`src/rtl/sdr_seq_pkg.sv`:
```
package sdr_seq_pkg;

  // command encoding on {cs_n, ras_n, cas_n, we_n}
  typedef enum logic [3:0] {
    CMD_ACT = 4'b0011,
    CMD_RD  = 4'b0101,
    CMD_NOP = 4'b0111
  } sdr_cmd_e;

  typedef enum logic [1:0] {
    ST_IDLE,
    ST_GAP,
    ST_DATA
  } seq_state_e;

  // whole clocks covering a minimum delay: ceiling division, at least one
  function automatic int unsigned clocks_for(input int unsigned min_ps,
                                             input int unsigned tck_ps);
    int unsigned n;
    n = (min_ps + tck_ps - 1) / tck_ps;
    if (n == 0) n = 1;
    return n;
  endfunction

endpackage

```
`src/rtl/sdr_seq_ctrl.sv`:
```
module sdr_seq_ctrl
  import sdr_seq_pkg::*;
#(
  parameter int unsigned BA_W   = 2,
  parameter int unsigned ROW_W  = 11,
  parameter int unsigned COL_W  = 8,
  parameter int unsigned ADDR_W = 11,
  parameter int unsigned AP_BIT = 10,
  parameter int unsigned RCD    = 3
) (
  input  logic              clk,
  input  logic              rst_n,
  input  logic              accept,
  input  logic [BA_W-1:0]   req_bank,
  input  logic [ROW_W-1:0]  req_row,
  input  logic [COL_W-1:0]  req_col,
  input  logic              req_auto_pre,
  input  logic              burst_done,
  output sdr_cmd_e          cmd_q,
  output logic [BA_W-1:0]   ba_q,
  output logic [ADDR_W-1:0] addr_q,
  output logic              busy,
  output logic              rd_fire
);

  localparam int unsigned GW = $clog2(RCD + 1);

  seq_state_e        state;
  logic [GW-1:0]     gap_q;
  logic [COL_W-1:0]  col_q;
  logic              ap_q;
  logic [ADDR_W-1:0] row_addr;
  logic [ADDR_W-1:0] col_addr;

  // row on the address bus for ACTIVE
  always_comb begin
    row_addr = '0;
    row_addr[ROW_W-1:0] = req_row;
  end

  // column plus precharge flag for READ
  always_comb begin
    col_addr = '0;
    col_addr[COL_W-1:0] = col_q;
    col_addr[AP_BIT] = ap_q;
  end

  always_ff @(posedge clk) begin
    if (!rst_n) begin
      state  <= ST_IDLE;
      cmd_q  <= CMD_NOP;
      ba_q   <= '0;
      addr_q <= '0;
      gap_q  <= '0;
      col_q  <= '0;
      ap_q   <= 1'b0;
    end else begin
      case (state)
        ST_IDLE: begin
          cmd_q <= CMD_NOP;
          if (accept) begin
            cmd_q  <= CMD_ACT;
            ba_q   <= req_bank;
            addr_q <= row_addr;
            col_q  <= req_col;
            ap_q   <= req_auto_pre;
            gap_q  <= GW'(RCD - 1);
            state  <= ST_GAP;
          end
        end
        ST_GAP: begin
          if (gap_q == '0) begin
            cmd_q  <= CMD_RD;
            addr_q <= col_addr;
            state  <= ST_DATA;
          end else begin
            cmd_q <= CMD_NOP;
            gap_q <= gap_q - 1'b1;
          end
        end
        ST_DATA: begin
          cmd_q <= CMD_NOP;
          if (burst_done) state <= ST_IDLE;
        end
        default: begin
          cmd_q <= CMD_NOP;
          state <= ST_IDLE;
        end
      endcase
    end
  end

  assign busy    = (state != ST_IDLE);
  assign rd_fire = (cmd_q == CMD_RD);

endmodule

```
`src/rtl/sdr_rd_capture.sv`:
```
module sdr_rd_capture #(
  parameter int unsigned DQ_W = 32,
  parameter int unsigned CL   = 2,
  parameter int unsigned BL   = 4
) (
  input  logic            clk,
  input  logic            rst_n,
  input  logic            rd_fire,
  input  logic [DQ_W-1:0] dq_in,
  output logic            rd_valid,
  output logic [DQ_W-1:0] rd_data,
  output logic            burst_done
);

  localparam int unsigned BCW = (BL > 1) ? $clog2(BL) : 1;

  logic [CL-1:0]  lat_sr;
  logic [BCW-1:0] beat_q;
  logic           in_burst;
  logic           capture_en;

  // one stage per clock of CAS latency; the memory registers READ one
  // edge after the command register loads it, so CL stages line up the
  // first capture with the first valid word
  generate
    if (CL == 1) begin : g_lat1
      always_ff @(posedge clk) begin
        if (!rst_n) lat_sr <= '0;
        else        lat_sr <= rd_fire;
      end
    end else begin : g_latn
      always_ff @(posedge clk) begin
        if (!rst_n) lat_sr <= '0;
        else        lat_sr <= {lat_sr[CL-2:0], rd_fire};
      end
    end
  endgenerate

  assign capture_en = lat_sr[CL-1] | in_burst;
  assign burst_done = capture_en && (beat_q == BCW'(BL - 1));

  always_ff @(posedge clk) begin
    if (!rst_n) begin
      rd_valid <= 1'b0;
      rd_data  <= '0;
      beat_q   <= '0;
      in_burst <= 1'b0;
    end else if (capture_en) begin
      rd_valid <= 1'b1;
      rd_data  <= dq_in;
      if (beat_q == BCW'(BL - 1)) begin
        beat_q   <= '0;
        in_burst <= 1'b0;
      end else begin
        beat_q   <= beat_q + 1'b1;
        in_burst <= 1'b1;
      end
    end else begin
      rd_valid <= 1'b0;
    end
  end

endmodule

```
`src/rtl/sdr_act_rd_seq.sv`:
```
module sdr_act_rd_seq
  import sdr_seq_pkg::*;
#(
  parameter int unsigned TCK_PS    = 8000,
  parameter int unsigned TRCD_PS   = 20000,
  parameter int unsigned CAS_LAT   = 2,
  parameter int unsigned BURST_LEN = 4,
  parameter int unsigned BA_W      = 2,
  parameter int unsigned ROW_W     = 11,
  parameter int unsigned COL_W     = 8,
  parameter int unsigned ADDR_W    = 11,
  parameter int unsigned AP_BIT    = 10,
  parameter int unsigned DQ_W      = 32
) (
  input  logic              clk,
  input  logic              rst_n,
  input  logic              req_valid,
  input  logic [BA_W-1:0]   req_bank,
  input  logic [ROW_W-1:0]  req_row,
  input  logic [COL_W-1:0]  req_col,
  input  logic              req_auto_pre,
  output logic              busy,
  output logic              rd_valid,
  output logic [DQ_W-1:0]   rd_data,
  output logic              mem_cke,
  output logic              mem_cs_n,
  output logic              mem_ras_n,
  output logic              mem_cas_n,
  output logic              mem_we_n,
  output logic [BA_W-1:0]   mem_ba,
  output logic [ADDR_W-1:0] mem_addr,
  input  logic [DQ_W-1:0]   mem_dq
);

  localparam int unsigned RCD_CLK = clocks_for(TRCD_PS, TCK_PS);

  // named internal events
  logic     accept;
  logic     rd_fire;
  logic     burst_done;
  logic     cke_q;
  sdr_cmd_e cmd_q;

  assign accept = req_valid & ~busy;

  always_ff @(posedge clk) begin
    if (!rst_n) cke_q <= 1'b0;
    else        cke_q <= 1'b1;
  end

  sdr_seq_ctrl #(
    .BA_W  (BA_W),
    .ROW_W (ROW_W),
    .COL_W (COL_W),
    .ADDR_W(ADDR_W),
    .AP_BIT(AP_BIT),
    .RCD   (RCD_CLK)
  ) u_ctrl (
    .clk         (clk),
    .rst_n       (rst_n),
    .accept      (accept),
    .req_bank    (req_bank),
    .req_row     (req_row),
    .req_col     (req_col),
    .req_auto_pre(req_auto_pre),
    .burst_done  (burst_done),
    .cmd_q       (cmd_q),
    .ba_q        (mem_ba),
    .addr_q      (mem_addr),
    .busy        (busy),
    .rd_fire     (rd_fire)
  );

  sdr_rd_capture #(
    .DQ_W(DQ_W),
    .CL  (CAS_LAT),
    .BL  (BURST_LEN)
  ) u_cap (
    .clk       (clk),
    .rst_n     (rst_n),
    .rd_fire   (rd_fire),
    .dq_in     (mem_dq),
    .rd_valid  (rd_valid),
    .rd_data   (rd_data),
    .burst_done(burst_done)
  );

  assign mem_cke = cke_q;
  assign {mem_cs_n, mem_ras_n, mem_cas_n, mem_we_n} = cmd_q;

endmodule

```
`config.mk`:
```
export PLATFORM = sky130hd
export DESIGN_NAME = sdr_act_rd_seq
export DESIGN_NICKNAME = d
export VERILOG_FILES = /design/src/rtl/sdr_seq_pkg.sv /design/src/rtl/sdr_seq_ctrl.sv /design/src/rtl/sdr_rd_capture.sv /design/src/rtl/sdr_act_rd_seq.sv
export SDC_FILE = /design/constraint.sdc
export NUM_CORES = 1
export LEC_CHECK = 0
export BUFFER_PORTS_ARGS = -buffer_cell sky130_fd_sc_hd__buf_2
export CORE_UTILIZATION = 51
export DETAILED_ROUTE_END_ITERATION = 7
export GPL_ROUTABILITY_DRIVEN = 0
export GPL_TIMING_DRIVEN = 0
export PLACE_DENSITY = 0.95
export SLEW_MARGIN = 15
export SYNTH_ARGS = -nofsm -noshare
export SYNTH_HDL_FRONTEND = slang
export SYNTH_SLANG_ARGS = --single-unit
export TNS_END_PERCENT = 20
```
`constraint.sdc`:
```
create_clock -name clk -period 2.2 [get_ports clk]
set_input_delay 0.44 -clock clk [delete_from_list [all_inputs] [get_ports clk]]
set_output_delay 0.44 -clock clk [all_outputs]
set_load 0.05 [all_outputs]
```
==> results.json, run 1 <==
{
  "status": "finished, final reports clean",
  "clockRootBuffer": "clkbuf_8",
  "synth_cells": 283,
  "cts_buffer_depth": 2,
  "wl_um": 5897,
  "hold_viol": 0,
  "ant_nets": 0,
  "fp.dieW_um": 72.85,
  "fin_crit_ns": 1.943,
  "die_area_mm2": 0.005307,
  "required_ns": 1.76,
  "rsz0062_at_grt": "false",
  "skew_ns": 0.006812,
  "clk_pin_slew_worst_paths_ns": 0.07,
  "firstDrtPassIters": 4,
  "viasPerCell": 4.968,
  "initial_core_util_pct": 53.49,
  "yosysSeqAreaShare_pct": 52.39,
  "slew_headroom_pct": 65.66,
  "synth_top_area_share_pct": 52.39,
  "drc": 0,
  "fin_cells": 470,
  "dpl-instance-area_mm2": 0.003174,
  "htreeDepth": 3,
  "timing.rr.start": "u_cap.in_burst",
  "leakage_nw": 1.472,
  "startpoint": "u_ctrl.state[1]",
  "io_pins": 109,
  "maxCapViolCount": 0,
  "fin_area_mm2": 0.003322,
  "holdCritStartpoint": "rst_n",
  "synthAdderAreaFrac_pct": 0.9775,
  "hpwlAfterDp_um": 4280,
  "grtUsageTotal_pct": 22.98,
  "grt_max_degree": 11,
  "reg2reg_slack_ns": 0.67,
  "p_sw_w": 0.0007775,
  "yosysWarnings": 0,
  "synth.avg_cell_area_um2": 9.046,
  "portBuffers": 106,
  "synth-simple-area-share_pct": 18.87,
  "cp.arrival_ns": 1.50,
  "max_freq_mhz": 514.8,
  "fillers": 381,
  "synth_compound_area_share_pct": 23.07,
  "ys_ff_latch": 67,
  "post-place-cells": 456,
  "cts_tree": "done",
  "layout_setup_ws_ns": 0.2575,
  "clk_latency_ns": 0.33,
  "num_antenna_cells": 0,
  "grt-ovfl-total": 0,
  "worst_slew_pin_slew_ns": 0.5132,
  "synthToLayoutAreaGrowth_pct": 29.77,
  "intPower_w": 0.001823,
  "power_density_mw_per_mm2": 782.9,
  "cts_resized": 0,
  "core_area_mm2": 0.004786,
  "drt_iter0_markers": 134,
  "switching_share_pct": 29.90,
  "critPathLaunchType": "flip-flop",
  "netlist_area_mm2": 0.002560,
  "grt_pass1_vias": 2206,
  "synth_top_family_by_area": "compound AO/OA/AOI/OAI gates",
  "cts_inserted_buffers": 9,
  "numClockSinks": 67,
  "wl_per_cell_um": 12.55,
  "rows": 25,
  "fin_crit_sh_pct": 88.30,
  "grt_pass1_wl_um": 9280,
  "drv_slew": 0,
  "num_vias": 2335,
  "final_nets": 459,
  "syn-num-nets": 342,
  "ir_worst_vdd_mv": 0.4934,
  "finalSetupTns_ns": 0,
  "whs_ns": 0.2359,
  "yosysTopAreaCell": "dfxtp_1",
  "pwr-share-comb_pct": 18.3,
  "pwr-share-clk_pct": 31.3,
  "worstSetupPathType": "flip-flop to primary output",
  "synthMuxAreaShare_pct": 0.3910,
  "fp.dieH_um": 72.85,
  "drive_above_1_share_pct": 32.01,
  "antenna_found_initial": 0,
  "critPathMaxFanout": 10,
  "place_ws_ns": 0.5603,
  "ys_types": 30,
  "hp-class": "input port to flip-flop",
  "postCtsSetupBuffers": 0,
  "hold_buffers": 0,
  "yosys.area_share.xor_xnor_pct": 0,
  "cp-end-kind": "primary output",
  "sequentialPowerShare_pct": 50.5,
  "setup_violations": 0,
  "synthTopCellsByArea": "dfxtp_1, a21boi_0, nand2_1"
}
## sequential cells by signal, indices dropped and copies added, names as in the netlist, 2 cells and up
| signal | cells |
|---|---|
| u_cap.beat_q | 2 |
| u_ctrl.ba_q | 2 |
| u_cap.rd_data | 32 |
| u_cap.lat_sr | 2 |
| u_ctrl.cmd_q | 2 |
| u_ctrl.gap_q | 2 |
| u_ctrl.addr_q | 11 |
| u_ctrl.state | 2 |
| u_ctrl.col_q | 8 |
## cells in the mapped netlist
| cell | count |
|---|---|
| o21a_1 | 11 |
| buf_4 | 2 |
| buf_2 | 4 |
| or3b_1 | 1 |
| dfxtp_1 | 67 |
| o21ai_0 | 3 |
| nand2_1 | 92 |
| clkbuf_1 | 15 |
| nand2b_1 | 1 |
| nor2_2 | 1 |
| a21oi_1 | 3 |
| nor3b_1 | 1 |
| ha_1 | 2 |
| and3b_1 | 1 |
| nor4b_1 | 1 |
| inv_1 | 3 |
| and2_1 | 2 |
| a21boi_0 | 48 |
| nor2_1 | 2 |
| o311a_1 | 1 |
| o221a_1 | 9 |
| nor4bb_1 | 2 |
| conb_1 | 2 |
| nor2b_1 | 2 |
| nor3b_2 | 1 |
| mux2i_1 | 1 |
| or3_1 | 1 |
| nand3b_1 | 1 |
| a31oi_1 | 1 |
| or2_2 | 2 |
## critical path, stage by stage, from the launching register on
cell,delay [ns]
dfxtp_1,0.39
clkbuf_1,0.36
or2_2,0.18
buf_2,0.25
## power groups by stage
stage	registers, W	clock network (W)	logic [W]
after floorplan	0.00149	0	0.000186
after global placement	0.00133	0	0.000465
after detailed placement	0.00134	0	0.000474
after CTS	0.00131	0.000827	0.000476
after global routing	0.00132	0.000882	0.000509
final	0.00131	0.000813	0.000475
## final timing paths
| path | to | cells past startpoint |
|---|---|---|
| setup / recovery | busy | 3 |
| hold / removal | mem_cke | 1 |
| setup reg to reg | u_cap.rd_data[17] | 4 |
| hold reg to reg | u_cap.rd_data[7] | 2 |
## metrics by stage
stage / total power [W] / util (%)
after floorplan: 0.001673 / -
after global placement: 0.001800 / 66.33
after detailed placement: 0.001812 / 66.33
after CTS: 0.002615 / 69.41
after global routing: 0.002710 / 69.41
final: 0.002601 / 69.41
## metal layers
layer  global-route usage (%)  up-vias  wire length (µm)
met5                        0        -                 0
met4                    13.73        0               170
met3                    4.696       15               241
met2                    40.19       65              2965
met1                    25.76     1081              2519
li1                         -     1174                 -
## placed cells by master, fill, tap and decap left out, types with 4 or more instances in the layout
cell type and n:
a21boi_0 48, buf_2 110, clkbuf_1 16, clkbuf_8 9, clkinv_2 4, dfxtp_1 67, nand2_1 92, o21a_1 11
o221a_1 9
## layout make-up
cell class	instances	area, µm²	area share [%]
flip-flops and latches	67	1341	40.38
multi-input cells	192	1116	33.60
repair buffers	106	530.5	15.97
clock buffers	10	127.6	3.842
plain buffers	21	91.34	2.750
well taps	67	83.83	2.524
clock inverters	4	20.02	0.6026
inverters	3	11.26	0.3390
## cells by family after synthesis
group	after synthesis
AOI/OAI and AO/OA	76
adders and majority gates	2
buffers and inverters	24
DFF	67
muxes	1
other	2
and+or+nand+nor	111
(Power assumes the default switching activity.)
==> run 2, diff against run 1 <==
Settings changed: RECOVER_POWER set to 100.
==> results.json, run 2 (same netlist as run 1, synthesis figures left out) <==
{
  "status": "finished, final reports clean",
  "cts_tree": "done",
  "ir_worst_vdd_mv": 0.4974,
  "cp_top_family": "buffers and inverters",
  "cts_resized": 0,
  "firstDrtPassIters": 5,
  "required_ns": 1.76,
  "grt_pass1_wl_um": 9280,
  "grtUsageTotal_pct": 22.98,
  "postCtsSetupBuffers": 0,
  "clk_pin_slew_worst_paths_ns": 0.07,
  "antenna_found_initial": 0,
  "drive_above_1_share_pct": 18.86,
  "fp.dieH_um": 72.85,
  "timing.rr.start": "u_ctrl.state[0]",
  "hold_depth": 1,
  "numClockSinks": 67,
  "wl_per_cell_um": 12.53,
  "path_buf_inv": 2,
  "skew_ns": 0.006171,
  "crit_path_cell_trace": "clkbuf_1 -> or2_2 -> clkbuf_2",
  "finalSetupTns_ns": 0,
  "num_antenna_cells": 0,
  "ant_nets": 0,
  "totalPowerFinal_w": 0.002584,
  "hold_buffers": 0,
  "reg2reg_slack_ns": 0.54,
  "hpwlAfterDp_um": 4280,
  "critPathMaxFanout": 10,
  "cp-end-kind": "primary output",
  "max_freq_mhz": 518.2,
  "io_pins": 109,
  "drv_slew": 0,
  "viasPerCell": 4.981,
  "grt-ovfl-total": 0,
  "fp.dieW_um": 72.85,
  "leakage_nw": 1.257,
  "top_register": "u_cap.rd_data",
  "critPathLaunchType": "flip-flop",
  "die_area_mm2": 0.005307,
  "layout_commonest_cell": "nand2_1",
  "synthToLayoutAreaGrowth_pct": 27.03,
  "power_density_mw_per_mm2": 794.6,
  "hold_path_end": "mem_cke",
  "pwr-share-comb_pct": 17.8,
  "drt_iter0_markers": 131,
  "setup_violations": 0,
  "worst_slew_pin_slew_ns": 0.6463,
  "worstSetupPathType": "flip-flop to primary output",
  "clockRootBuffer": "clkbuf_8",
  "htreeDepth": 3,
  "initial_core_util_pct": 53.49,
  "p_sw_w": 0.0007747,
  "slew_headroom_pct": 56.82,
  "wl_um": 5887,
  "rows": 25,
  "grt_pass1_vias": 2206,
  "grt_max_degree": 11,
  "fin_crit_ns": 1.930,
  "cp.arrival_ns": 1.49,
  "r2r_cells": 4,
  "hp-class": "input port to flip-flop",
  "maxCapViolCount": 0,
  "cts_buffer_depth": 2,
  "core_area_mm2": 0.004786,
  "crit_path_max_incr_delay_ns": 0.37,
  "rsz0062_at_grt": "false",
  "sequentialPowerShare_pct": 50.8,
  "switching_share_pct": 29.98,
  "intPower_w": 0.001809,
  "drc": 0,
  "crit_slowest_cell": "dfxtp_1",
  "largest_registers": "u_cap.rd_data: 32 flops, u_ctrl.addr_q: 11 flops, u_ctrl.col_q: 8 flops",
  "reg2reg_to": "u_ctrl.col_q[6]",
  "hold_viol": 0,
  "final_cell_mix": "nand2_1, clkbuf_1, dfxtp_1",
  "holdCritStartpoint": "rst_n",
  "cts_inserted_buffers": 9,
  "num_vias": 2341,
  "fin_crit_sh_pct": 87.72,
  "largest_reg_flops": 32,
  "clk_latency_ns": 0.33,
  "final_nets": 459,
  "portBuffers": 106,
  "pwr-share-clk_pct": 31.3
}
==> run 2: cell count changes in the layout (fill, tap and decap cells not counted), sizes merged <==
cell | before | now
buf | 112 | 59
clkbuf | 25 | 78
==> run 2: layer usage <==
metal	track usage (%)	routed length (µm)	up-vias
met5	0	0	-
met1	25.76	2512	1077
li1	-	-	1174
met4	13.73	155	0
met3	4.696	273	14
met2	40.19	2946	76
==> run 2: how the worst max path moves through the flow <==
| stage | from | depth (start not counted) | endpoint |
|---|---|---|---|
| floorplan | req_valid | 4 | u_ctrl.addr_q[0] |
| global placement | rst_n | 4 | u_ctrl.ba_q[1] |
| detailed placement | rst_n | 4 | u_cap.rd_data[29] |
| CTS | u_ctrl.state[1] | 3 | busy |
| global route | u_ctrl.state[1] | 3 | busy |
| finish | u_ctrl.state[1] | 3 | busy |
==> run 2: final cells by class <==
class / instances / area [µm²]
clock inverter: 4 / 20.02
tap: 67 / 83.83
multi-input combinational: 192 / 1111
fill: 416 / 1534
clock buffer: 10 / 127.6
inverter: 3 / 11.26
buffer: 21 / 88.84
timing repair buffer: 106 / 467.9
sequential: 67 / 1341
==> run 2: power groups by stage <==
stage | Clock (W) | Sequential (W) | Combinational [W]
floorplan | 0 | 0.00149 | 0.000186
detailed placement | 0 | 0.00134 | 0.000474
finish | 0.000810 | 0.00131 | 0.000461
CTS | 0.000827 | 0.00131 | 0.000476
global route | 0.000882 | 0.00132 | 0.000495
global placement | 0 | 0.00133 | 0.000465
==> run 2: per-stage QoR <==
stage               cells  area [µm²]  hold slack, ns  util (%)  setup slack, ns
floorplan             283        2560          0.4119         -           0.8146
global placement      456        3174          0.4389     66.33           0.6260
detailed placement    456        3174          0.4431     66.33           0.5603
CTS                   470        3322          0.2237     69.41           0.2809
global route          470        3252          0.2513     67.95           0.1891
finish                470        3252          0.2627     67.95           0.2702
==> run 3, diff against run 2 <==
Settings changed: ABC_AREA set to 1, CTS_CLUSTER_DIAMETER set to 40, PLACE_DENSITY 0.95 to 0.94.
==> results.json, run 3 <==
{
  "status": "finished, final reports clean",
  "cp-end-kind": "primary output",
  "largest_reg_flops": 32,
  "synth.avg_cell_area_um2": 7.540,
  "largest_registers": "u_cap.rd_data: 32 flops, u_ctrl.addr_q: 11 flops, u_ctrl.col_q: 8 flops",
  "hold_depth": 3,
  "place_ws_ns": 0.8638,
  "synth-simple-area-share_pct": 34.63,
  "reg2reg_slack_ns": 0.64,
  "hpwlAfterDp_um": 4490,
  "wl_per_cell_um": 11.50,
  "grt_max_degree": 12,
  "crit_path_cell_trace": "buf_6 -> nor2_1 -> inv_1 -> clkbuf_1",
  "clk_latency_ns": 0.34,
  "drt_iter0_markers": 135,
  "hold_viol": 0,
  "worst_slew_pin_slew_ns": 0.6367,
  "r2r_cells": 7,
  "grtUsageTotal_pct": 24.04,
  "dpl-instance-area_mm2": 0.003223,
  "numClockSinks": 67,
  "cts_inserted_buffers": 9,
  "leakage_nw": 1.668,
  "cp.arrival_ns": 1.47,
  "fin_util_pct": 69.53,
  "portBuffers": 106,
  "syn-num-nets": 405,
  "yosys.area_share.xor_xnor_pct": 0,
  "synth_compound_area_share_pct": 3.789,
  "synth_top_family_by_area": "simple AND/OR/NAND/NOR gates",
  "num_antenna_cells": 0,
  "grt_pass1_wl_um": 9811,
  "initial_core_util_pct": 54.16,
  "seq_area_mm2": 0.001341,
  "max_freq_mhz": 524.2,
  "core_area_mm2": 0.004817,
  "yosys.cell_count.top_type": "nand2_1",
  "timing.rr.start": "u_ctrl.gap_q[0]",
  "slew_headroom_pct": 57.73,
  "yosysWarnings": 0,
  "crit_path_max_incr_delay_ns": 0.32,
  "cts_resized": 0,
  "yosysSeqAreaShare_pct": 51.41,
  "fin_cells": 535,
  "yosysTopAreaCell": "dfxtp_1",
  "ys_types": 24,
  "io_pins": 109,
  "gr-usage-met2_pct": 37.92,
  "skew_ns": 0.007240,
  "netlist_area_mm2": 0.002609,
  "ys_ff_latch": 67,
  "firstDrtPassIters": 4,
  "fin_crit_ns": 1.908,
  "required_ns": 1.76,
  "power_density_mw_per_mm2": 1020,
  "synthTopCellsByCount": "nand2_1, dfxtp_1, nand3_1",
  "die_area_mm2": 0.005405,
  "ir_worst_vdd_mv": 0.6723,
  "cts_buffer_depth": 2,
  "use_met3_pct": 5.761,
  "worstSetupPathType": "flip-flop to primary output",
  "critPathMaxFanout": 7,
  "clk_pin_slew_worst_paths_ns": 0.07,
  "viasPerCell": 4.800,
  "synthToLayoutAreaGrowth_pct": 28.39,
  "critPathLaunchType": "flip-flop",
  "layout_commonest_cell": "nand2_1",
  "path_buf_inv": 3,
  "holdCritStartpoint": "mem_dq[0]",
  "final_nets": 522,
  "top_usage_layer": "met2",
  "rsz0062_at_grt": "false",
  "hp-class": "input port to flip-flop",
  "ys.flop_type": "dfxtp_1",
  "maxCapViolCount": 0,
  "post-place-cells": 519,
  "final_cell_mix": "nand2_1, dfxtp_1, clkbuf_1, buf_2, nand3_1",
  "setup_violations": 0,
  "drc": 0,
  "fp.dieH_um": 73.52,
  "synthArstFlopShare_pct": 0,
  "wl_um": 6155,
  "synth_cells": 346,
  "grtUsageMet1_pct": 28.66,
  "postCtsSetupBuffers": 0,
  "ant_nets": 0,
  "layout_setup_ws_ns": 0.2925,
  "antenna_found_initial": 0,
  "synthTopCellsByArea": "dfxtp_1, nand2_1, nand3_1",
  "clockRootBuffer": "clkbuf_8",
  "grt_pass1_vias": 2370,
  "synth_top_area_share_pct": 51.41,
  "cts_tree": "done",
  "synthMuxAreaShare_pct": 0,
  "fin_area_mm2": 0.003349,
  "top_register": "u_cap.rd_data",
  "grt-ovfl-total": 0,
  "finalSetupTns_ns": 0,
  "fillers": 459,
  "htreeDepth": 3,
  "num_vias": 2568,
  "rows": 25,
  "cp_top_family": "buffers and inverters",
  "crit_slowest_cell": "dfxtp_1",
  "hold_path_end": "u_cap.rd_data[0]",
  "drive_above_1_share_pct": 19.02,
  "reg2reg_to": "u_ctrl.addr_q[10]",
  "drv_slew": 0,
  "synthAdderAreaFrac_pct": 0.9592,
  "synth-edff-count": 0,
  "fin_crit_sh_pct": 86.71,
  "multi_input_area_mm2": 0.001023,
  "hold_buffers": 0,
  "fp.dieW_um": 73.52
}
[run 3: cell types whose count changed after synthesis, moves of 11 or more]
cell      change
nand3_1      +53
a21boi_0     -48
nor2_1       +44
clkbuf_1     -15
inv_1        +15
nand2_1      +14
o21a_1       -11
[run 3: cell families after synthesis]
| family | after synthesis |
|---|---|
| AND/OR/NAND/NOR | 213 |
| flip-flops | 67 |
| buffers and inverters | 43 |
| AO/OA/AOI/OAI | 19 |
| adder cells (fa/ha/maj) | 2 |
| other | 2 |
[run 3: worst max-delay path by stage]
| stage | end | start | slack, ns | cells after the start |
|---|---|---|---|---|
| finish | busy | u_ctrl.state[0] | 0.29 | 4 |
| global route | busy | u_ctrl.state[0] | 0.26 | 4 |
| CTS | busy | u_ctrl.state[0] | 0.55 | 4 |
| detailed placement | u_cap.rd_data[3] | rst_n | 0.86 | 6 |
| global placement | u_cap.rd_data[9] | rst_n | 0.89 | 6 |
| floorplan | busy | u_ctrl.state[0] | 0.98 | 3 |
[run 3: metal layers]
metal / vias to the layer above / wire length (µm)
met5: - / 0
met4: 0 / 221
met3: 19 / 389
met2: 97 / 2947
met1: 1135 / 2597
li1: 1317 / -
[run 3: worst min-delay path, delay by kind of cell]
family,cells,cell delay [ns]
simple gates,2,0.08
buf+inv,1,0.07
[run 3: final cells by class]
class                      count  area share [%]
clock buffer                  12           4.632
buffer                        22           3.810
inverter                      21           2.353
clock inverter                 4           2.167
sequential                    67           40.04
tap                           67           2.503
timing repair buffer         106           13.93
multi-input combinational    236           30.56
[run 3: per-stage QoR]
| stage | total power (W) | hold WS (ns) |
|---|---|---|
| after floorplan | 0.002099 | 0.3905 |
| after global placement | 0.002298 | 0.3940 |
| after detailed placement | 0.002323 | 0.4022 |
| after CTS | 0.003473 | 0.2474 |
| after global routing | 0.003579 | 0.2693 |
| final | 0.003418 | 0.2828 |
[run 3: power by group]
part / switching (W) / leakage, nW / total, W / internal (W)
Clock: 0.000454 / 0.113 / 0.00115 / 0.000699
Combinational: 0.000641 / 1.01 / 0.000872 / 0.000232
Sequential: 0.0000603 / 0.547 / 0.00139 / 0.00133
Total: 0.00116 / 1.67 / 0.00342 / 0.00226
